$ cat src/rtl/ata_tf_pkg.sv
package ata_tf_pkg;

    localparam int TF_AW = 3;
    localparam int TF_DW = 16;

    localparam logic [TF_AW-1:0] OFF_DATA = 3'd0;
    localparam logic [TF_AW-1:0] OFF_ERR  = 3'd1;
    localparam logic [TF_AW-1:0] OFF_CMD  = 3'd7;

    localparam int REG_LO  = 2;
    localparam int REG_HI  = 6;
    localparam int REG_DEV = 6;

    localparam int DEV_SEL_BIT = 4;
    localparam int ABRT_BIT    = 2;

    localparam logic [7:0] OP_IDENTIFY = 8'hEC;
    localparam logic [7:0] OP_FLUSH    = 8'hE7;
    localparam logic [7:0] OP_RD_DMA   = 8'hC8;
    localparam logic [7:0] OP_WR_DMA   = 8'hCA;

    typedef enum logic [1:0] {TF_IDLE, TF_IDENT, TF_FLUSH} tf_state_e;
    typedef enum logic [1:0] {K_IDENT, K_FLUSH, K_DMA, K_BAD} tf_kind_e;

    typedef struct packed {
        logic bsy;
        logic drdy;
        logic df;
        logic rsv4;
        logic drq;
        logic rsv2;
        logic rsv1;
        logic err;
    } tf_status_t;

    function automatic tf_status_t build_status(logic bsy, logic drq, logic err);
        tf_status_t s;
        s      = '0;
        s.bsy  = bsy;
        s.drdy = 1'b1;
        s.drq  = drq;
        s.err  = err;
        return s;
    endfunction

    function automatic tf_kind_e classify(logic [7:0] op);
        case (op)
            OP_IDENTIFY:          return K_IDENT;
            OP_FLUSH:             return K_FLUSH;
            OP_RD_DMA, OP_WR_DMA: return K_DMA;
            default:              return K_BAD;
        endcase
    endfunction

endpackage

$ cat src/rtl/ata_ident_rom.sv
module ata_ident_rom
    import ata_tf_pkg::*;
#(
    parameter int IDENT_WORDS = 256,
    parameter int SER_CHARS   = 20,
    parameter int VER_CHARS   = 8,
    parameter logic [8*SER_CHARS-1:0] SERIAL  = "TF-UNIT-0042        ",
    parameter logic [8*VER_CHARS-1:0] VERSION = "REV 1.3 ",
    parameter int SER_BASE  = 10,
    parameter int VER_BASE  = 23,
    parameter int CAP_IDX   = 85,
    parameter logic [TF_DW-1:0] CAP_VALUE = 16'h0020,
    localparam int WAW = $clog2(IDENT_WORDS)
) (
    input  logic [WAW-1:0]   idx,
    output logic [TF_DW-1:0] word
);
    localparam int SER_WORDS = SER_CHARS / 2;
    localparam int VER_WORDS = VER_CHARS / 2;

    logic [TF_DW-1:0] ser_w [SER_WORDS];
    logic [TF_DW-1:0] ver_w [VER_WORDS];

    // earlier character lands in the high byte of each word
    for (genvar j = 0; j < SER_WORDS; j++) begin : gen_ser
        assign ser_w[j] = SERIAL[16*(SER_WORDS-1-j) +: 16];
    end
    for (genvar j = 0; j < VER_WORDS; j++) begin : gen_ver
        assign ver_w[j] = VERSION[16*(VER_WORDS-1-j) +: 16];
    end

    logic [31:0] idx32;
    assign idx32 = 32'(idx);

    always_comb begin
        word = '0;
        for (int j = 0; j < SER_WORDS; j++)
            if (idx32 == 32'(SER_BASE + j)) word = ser_w[j];
        for (int j = 0; j < VER_WORDS; j++)
            if (idx32 == 32'(VER_BASE + j)) word = ver_w[j];
        if (idx32 == 32'(CAP_IDX)) word = CAP_VALUE;
    end

endmodule

$ cat src/rtl/ata_tf_ctrl.sv
module ata_tf_ctrl
    import ata_tf_pkg::*;
#(
    parameter int IDENT_WORDS = 256,
    localparam int WAW = $clog2(IDENT_WORDS)
) (
    input  logic           clk,
    input  logic           rst,
    input  logic           cmd_wr,
    input  logic [7:0]     cmd_code,
    input  logic           data_rd,
    input  logic           stat_rd,
    input  logic           flush_done,
    output logic           bsy,
    output logic           drq,
    output logic           err,
    output logic           abrt,
    output logic           irq,
    output logic [WAW-1:0] word_idx,
    output logic           dma_start,
    output logic           dma_to_host
);
    localparam logic [WAW-1:0] LAST_IDX = WAW'(IDENT_WORDS - 1);

    tf_state_e state;
    tf_kind_e  kind;
    logic      accept;
    logic      irq_set;

    assign bsy    = (state == TF_FLUSH);
    assign drq    = (state == TF_IDENT);
    assign kind   = classify(cmd_code);
    assign accept = cmd_wr && (state == TF_IDLE);

    always_comb begin
        irq_set = 1'b0;
        if (accept && (kind == K_IDENT || kind == K_BAD)) irq_set = 1'b1;
        if (state == TF_FLUSH && flush_done)              irq_set = 1'b1;
    end

    always_ff @(posedge clk) begin
        if (rst) begin
            state       <= TF_IDLE;
            err         <= 1'b0;
            abrt        <= 1'b0;
            irq         <= 1'b0;
            word_idx    <= '0;
            dma_start   <= 1'b0;
            dma_to_host <= 1'b0;
        end else begin
            dma_start <= 1'b0;
            irq       <= irq_set | (irq & ~stat_rd);
            case (state)
                TF_IDLE: if (accept) begin
                    err  <= 1'b0;
                    abrt <= 1'b0;
                    case (kind)
                        K_IDENT: begin
                            state    <= TF_IDENT;
                            word_idx <= '0;
                        end
                        K_FLUSH: state <= TF_FLUSH;
                        K_DMA: begin
                            dma_start   <= 1'b1;
                            dma_to_host <= (cmd_code == OP_RD_DMA);
                        end
                        default: begin
                            err  <= 1'b1;
                            abrt <= 1'b1;
                        end
                    endcase
                end
                TF_IDENT: if (data_rd) begin
                    word_idx <= word_idx + WAW'(1);
                    if (word_idx == LAST_IDX) state <= TF_IDLE;
                end
                TF_FLUSH: if (flush_done) state <= TF_IDLE;
                default: state <= TF_IDLE;
            endcase
        end
    end

    a_r3_status_read_clears: assert property (@(posedge clk) disable iff (rst)
        (stat_rd && !irq_set) |=> !irq);

    a_r7_flush_holds_busy: assert property (@(posedge clk) disable iff (rst)
        (bsy && !flush_done) |=> bsy);

    a_r7_flush_done_irq: assert property (@(posedge clk) disable iff (rst)
        (bsy && flush_done) |=> (!bsy && irq));

    a_r9_dma_single_pulse: assert property (@(posedge clk) disable iff (rst)
        dma_start |=> !dma_start);

    a_r10_busy_ignores_cmd: assert property (@(posedge clk) disable iff (rst)
        (cmd_wr && (bsy || drq)) |=> ($stable(err) && $stable(abrt) && !dma_start));

    a_r4_word_advance: assert property (@(posedge clk) disable iff (rst)
        (drq && data_rd && word_idx != LAST_IDX) |=> (drq && word_idx == $past(word_idx) + WAW'(1)));

endmodule

$ cat src/rtl/ata_taskfile_resp.sv
module ata_taskfile_resp
    import ata_tf_pkg::*;
#(
    parameter int IDENT_WORDS = 256,
    parameter int SER_CHARS   = 20,
    parameter int VER_CHARS   = 8,
    parameter logic [8*SER_CHARS-1:0] SERIAL  = "TF-UNIT-0042        ",
    parameter logic [8*VER_CHARS-1:0] VERSION = "REV 1.3 ",
    parameter int CAP_IDX = 85,
    parameter logic [TF_DW-1:0] CAP_VALUE = 16'h0020
) (
    input  logic             clk,
    input  logic             rst,
    input  logic             host_wr,
    input  logic             host_rd,
    input  logic [TF_AW-1:0] host_addr,
    input  logic [TF_DW-1:0] host_wdata,
    output logic [TF_DW-1:0] host_rdata,
    input  logic             flush_done,
    output logic             irq,
    output logic             dma_start,
    output logic             dma_to_host
);
    localparam int WAW = $clog2(IDENT_WORDS);

    logic [7:0] reg_view [REG_LO:REG_HI];

    for (genvar g = REG_LO; g <= REG_HI; g++) begin : gen_reg
        logic [7:0] q;
        always_ff @(posedge clk) begin
            if (rst)
                q <= '0;
            else if (host_wr && host_addr == TF_AW'(g))
                q <= host_wdata[7:0];
        end
        assign reg_view[g] = q;
    end

    logic unused_wdata;
    assign unused_wdata = ^host_wdata[TF_DW-1:8];

    logic dev_sel1, cmd_wr, data_rd, stat_rd;
    assign dev_sel1 = reg_view[REG_DEV][DEV_SEL_BIT];
    assign cmd_wr   = host_wr && host_addr == OFF_CMD && !dev_sel1;
    assign data_rd  = host_rd && host_addr == OFF_DATA;
    assign stat_rd  = host_rd && host_addr == OFF_CMD;

    logic bsy, drq, err, abrt;
    logic [WAW-1:0]   word_idx;
    logic [TF_DW-1:0] ident_word;
    tf_status_t       status;

    ata_tf_ctrl #(.IDENT_WORDS(IDENT_WORDS)) u_ctrl (
        .clk         (clk),
        .rst         (rst),
        .cmd_wr      (cmd_wr),
        .cmd_code    (host_wdata[7:0]),
        .data_rd     (data_rd),
        .stat_rd     (stat_rd),
        .flush_done  (flush_done),
        .bsy         (bsy),
        .drq         (drq),
        .err         (err),
        .abrt        (abrt),
        .irq         (irq),
        .word_idx    (word_idx),
        .dma_start   (dma_start),
        .dma_to_host (dma_to_host)
    );

    ata_ident_rom #(
        .IDENT_WORDS (IDENT_WORDS),
        .SER_CHARS   (SER_CHARS),
        .VER_CHARS   (VER_CHARS),
        .SERIAL      (SERIAL),
        .VERSION     (VERSION),
        .CAP_IDX     (CAP_IDX),
        .CAP_VALUE   (CAP_VALUE)
    ) u_rom (
        .idx  (word_idx),
        .word (ident_word)
    );

    assign status = build_status(bsy, drq, err);

    always_comb begin
        host_rdata = '0;
        case (host_addr)
            OFF_DATA: if (drq) host_rdata = ident_word;
            OFF_ERR:  host_rdata[ABRT_BIT] = abrt;
            OFF_CMD:  host_rdata[7:0] = status;
            default:  host_rdata[7:0] = reg_view[host_addr];
        endcase
    end

    // a command to the other device changes nothing
    a_r11_dev1_no_cmd: assert property (@(posedge clk) disable iff (rst)
        (host_wr && host_addr == OFF_CMD && dev_sel1 && !host_rd && !bsy)
        |=> ($stable(status) && $stable(irq) && !dma_start));

endmodule

$ cat config.mk
export PLATFORM = sky130hd
export DESIGN_NAME = ata_taskfile_resp
export DESIGN_NICKNAME = d
export VERILOG_FILES = /design/src/rtl/ata_tf_pkg.sv /design/src/rtl/ata_ident_rom.sv /design/src/rtl/ata_tf_ctrl.sv /design/src/rtl/ata_taskfile_resp.sv
export SDC_FILE = /design/constraint.sdc
export NUM_CORES = 1
export LEC_CHECK = 0
export CELL_PAD_IN_SITES_DETAIL_PLACEMENT = 1
export CELL_PAD_IN_SITES_GLOBAL_PLACEMENT = 2
export CORE_UTILIZATION = 32
export CTS_CLUSTER_SIZE = 10
export DETAILED_ROUTE_END_ITERATION = 8
export PLACE_DENSITY = 0.81
export SYNTH_ARGS = -nofsm -noshare
export SYNTH_HDL_FRONTEND = slang
export SYNTH_SLANG_ARGS = --single-unit
export TNS_END_PERCENT = 5
$ cat constraint.sdc
create_clock -name clk -period 2.95 [get_ports clk]
set_clock_uncertainty 0.2 [all_clocks]
set_input_delay 0.59 -clock clk [delete_from_list [all_inputs] [get_ports clk]]
set_output_delay 0.59 -clock clk [all_outputs]
set_load 0.1 [all_outputs]
==> impl_metrics.yaml <==
outcome:
  status: "finished, violations left"
  violations: "negative setup slack"
worst_setup_path:
  critPathCaptureType: "output pin"
  critPathKind: "register to output pin"
  worst_ep_arrival_time_ns: 2.25
  cp-start-kind: "register"
  reg2reg_depth: 5
  timing.rr.start: "u_ctrl.state[0]"
  crit_fanout: 5
  rrSetupSlack_ns: 1.01
  r2r-end: "u_ctrl.state[0]"
  worstPathRequired_ns: 2.16
min_path:
  whs_endpoint: "gen_reg[6].q[1]"
  hold_depth: 2
  hold_path_class: "register to register"
  hold_start: "gen_reg[6].q[1]"
yosys:
  synth_edf_count: 0
  synth_warnings: 0
  synth.net_count: 464
  synthesis.area_um2: 3270
  netlist_instances: 433
  synth_adder_area_share: 0.0268
  syn_avg_cell_area_um2: 7.55
  synth_top_family_by_area: "simple AND/OR/NAND/NOR gates"
  muxShareOfSynthArea: 0.0524
  seq_area_frac_synth: 0.331
  async_flop_share: 0
  synth_compound_area_frac: 0.215
  synthXorXnorAreaFrac: 0.0134
  yosys_register_bits: 54
  synth.distinct_cells: 67
  synth_simple_gate_area_share: 0.302
  synth_ff_type: "dfxtp_1"
sta:
  post-route-period-util: 1.03
  final_hold_viol_count: 0
  timing.setup.tns_ns: -0.459
  fin_ws_ns: -0.0867
  rsz0062_at_grt: "yes"
  max_clock_freq_ghz: 0.329
  slew_viol_final: 0
  worstMarginPinSlew_ns: 0.649
  slew-limit-headroom: 0.566
  fin_crit_ns: 3.04
  finalSetupViolCount: 9
final_layout:
  finalNetCount: 556
  antenna_cells: 0
  fin_area_um2: 4750
  fin_cells: 658
  drive_gt1_frac: 0.318
  syn_to_final_growth_pct: 45.2
clocking:
  cts_made_buffers: 5
  cts_tree: "yes"
  cts_max_path_buffers: 2
  clockRootBuffer: "clkbuf_8"
  insertion_delay_ns: 0.31
  h-tree-depth: 2
  clock-sinks: 54
  hold_buffers: 0
  path_clk_slew_ns: 0.10
power:
  p_leak_nw: 1.75
  ir_drop_mv: 0.196
  powerDensity_nw_per_um2: 308
  finalPower_mw: 1.46
grt:
  antenna_found_initial: 0
  grt_max_degree: 29
  grt_overflow: 0
  grt.total_usage: 0.223
  grt_pass1_wl_mm: 18.1
  grt_pass1_vias: 3466
floorplanning:
  placementRows: 36
  die_area_um2: 10600
  fp.dieW_um: 103
  die_y_um: 103
  initial_core_util: 0.333
  core_um2: 9820
  ios: 43
route:
  wl_per_cell_um: 16.9
  ant_nets: 0
  drc_errors: 0
  drt-initial-drc-count: 108
  route.vias.total: 3422
  via_per_inst: 5.20
  dr.pass1.iters: 4
  drt_wl_total_mm: 11.1
place:
  io_buffers: 33
  placed_area_um2: 4460
  gp_congestion: 0.808
  placedCellCount: 646
  dp_hpwl_mm: 8.49
job:
  drv_cap: 0
[repair_timing]
| item | in CTS | in global routing |
|---|---|---|
| pin swaps | 17 | 10 |
| setup buffers | 5 | 1 |
| gates resized for setup | 39 | 11 |
| endpoints found under the setup margin | 16 | 15 |
[Yosys cell counts (2+ instances only)]
| cell type | instances | share of area |
|---|---|---|
| o31ai_1 | 2 | 0.0046 |
| mux2_2 | 3 | 0.010 |
| or2_1 | 2 | 0.0038 |
| nand4b_1 | 2 | 0.0054 |
| o21ai_0 | 9 | 0.014 |
| nor2_1 | 27 | 0.031 |
| nand3b_1 | 9 | 0.021 |
| o21a_1 | 2 | 0.0046 |
| dfxtp_1 | 54 | 0.33 |
| a21oi_1 | 55 | 0.084 |
| o211a_1 | 4 | 0.012 |
| o41ai_1 | 3 | 0.0080 |
| nor4_2 | 2 | 0.0077 |
| nor2b_1 | 9 | 0.017 |
| o221ai_1 | 2 | 0.0054 |
| a222oi_1 | 2 | 0.0061 |
| nand4_1 | 4 | 0.0077 |
| buf_2 | 5 | 0.0077 |
| a211oi_1 | 2 | 0.0046 |
| a21boi_0 | 3 | 0.0069 |
| or4_4 | 2 | 0.0069 |
| ha_1 | 7 | 0.027 |
| nor3_1 | 5 | 0.0077 |
| and3b_2 | 2 | 0.0061 |
| a21o_1 | 2 | 0.0046 |
| o22ai_1 | 8 | 0.015 |
| nor4_1 | 5 | 0.0096 |
| clkbuf_1 | 15 | 0.017 |
| buf_6 | 3 | 0.010 |
| nand2b_1 | 7 | 0.013 |
| mux2i_1 | 10 | 0.031 |
| or3_1 | 4 | 0.0077 |
| xor2_1 | 5 | 0.013 |
| and3_1 | 2 | 0.0038 |
| buf_4 | 2 | 0.0046 |
| inv_1 | 13 | 0.015 |
| nor2_4 | 2 | 0.0069 |
| nand2_1 | 102 | 0.12 |
| nand3_1 | 8 | 0.012 |
[state kept, by name (all words and copies together), names as in the netlist]
| register | cells |
|---|---|
| gen.q | 40 |
| u_ctrl.word_idx | 8 |
| u_ctrl.state | 2 |
| u_ctrl.abrt | 1 |
| u_ctrl.dma_start | 1 |
| u_ctrl.dma_to_host | 1 |
| u_ctrl.irq | 1 |
[layout make-up]
class | count | area, µm²
Clock buffer | 5 | 68.8
Clock inverter | 2 | 13.8
Fill cell | 1193 | 5070
Inverter | 13 | 48.8
Multi-Input combinational cell | 339 | 2270
Sequential cell | 54 | 1100
Tap cell | 133 | 166
Timing Repair Buffer | 112 | 1080
[how the worst max path moves through the flow]
stage,from,to,slack (ns),depth (start not counted)
2_1_floorplan,u_ctrl.word_idx[1],host_rdata[14],-0.49,9
3_3_place_gp,host_addr[1],host_rdata[6],-0.28,6
3_5_place_dp,host_addr[1],host_rdata[6],-0.35,6
4_1_cts,u_ctrl.word_idx[7],host_rdata[10],-0.14,7
5_1_grt,u_ctrl.state[1],host_rdata[6],-0.18,6
6_report,u_ctrl.word_idx[7],host_rdata[10],-0.09,7
[cell usage in the layout (no fill, tap or decap), drive strengths merged, types with 7 or more instances in the layout]
master,count
a21oi,56
buf,98
clkdlybuf4s50,11
dfxtp,54
ha,7
inv,14
mux2i,10
nand2,102
nand2b,7
nand3,8
nand3b,9
nor2,30
nor2b,9
nor4,7
o21ai,11
o22ai,8
[routing by layer]
| layer | GRT usage | wire, µm |
|---|---|---|
| met5 | 0 | 0 |
| met4 | 0.0433 | 114 |
| met3 | 0.0251 | 328 |
| met2 | 0.385 | 5370 |
| met1 | 0.301 | 5290 |
[cell families (layout without fill, tap and decap cells)]
group,count (synthesis),after routing
xor+xnor,5,5
compound gates,110,110
simple gates,201,201
flops,54,54
buf+inv,40,132
fa+ha+maj,7,7
other cells,1,1
mux,15,15
[power by group]
group | internal [mW] | switching (mW) | total (mW)
combinational | 0.116 | 0.171 | 0.288
sequential | 0.739 | 0.00702 | 0.746
clock | 0.165 | 0.265 | 0.431
[stage by stage]
stage,setup WS [ns],util,hold slack [ns]
after floorplan,-0.491,-,0.233
after global placement,-0.280,0.454,0.240
after detailed placement,-0.347,0.454,0.247
after CTS,-0.140,0.480,0.261
after global routing,-0.176,0.484,0.283
final,-0.0867,0.484,0.258
[critical path, stage by stage (launching register included)]
cell and delay [ns]:
dfxtp_2 0.34, buf_6 0.11, or4_4 0.55, nor2_4 0.17, mux2_4 0.34, o21ai_4 0.16, a211oi_4 0.09, buf_12 0.17
Power figures use the tool's default switching activity.
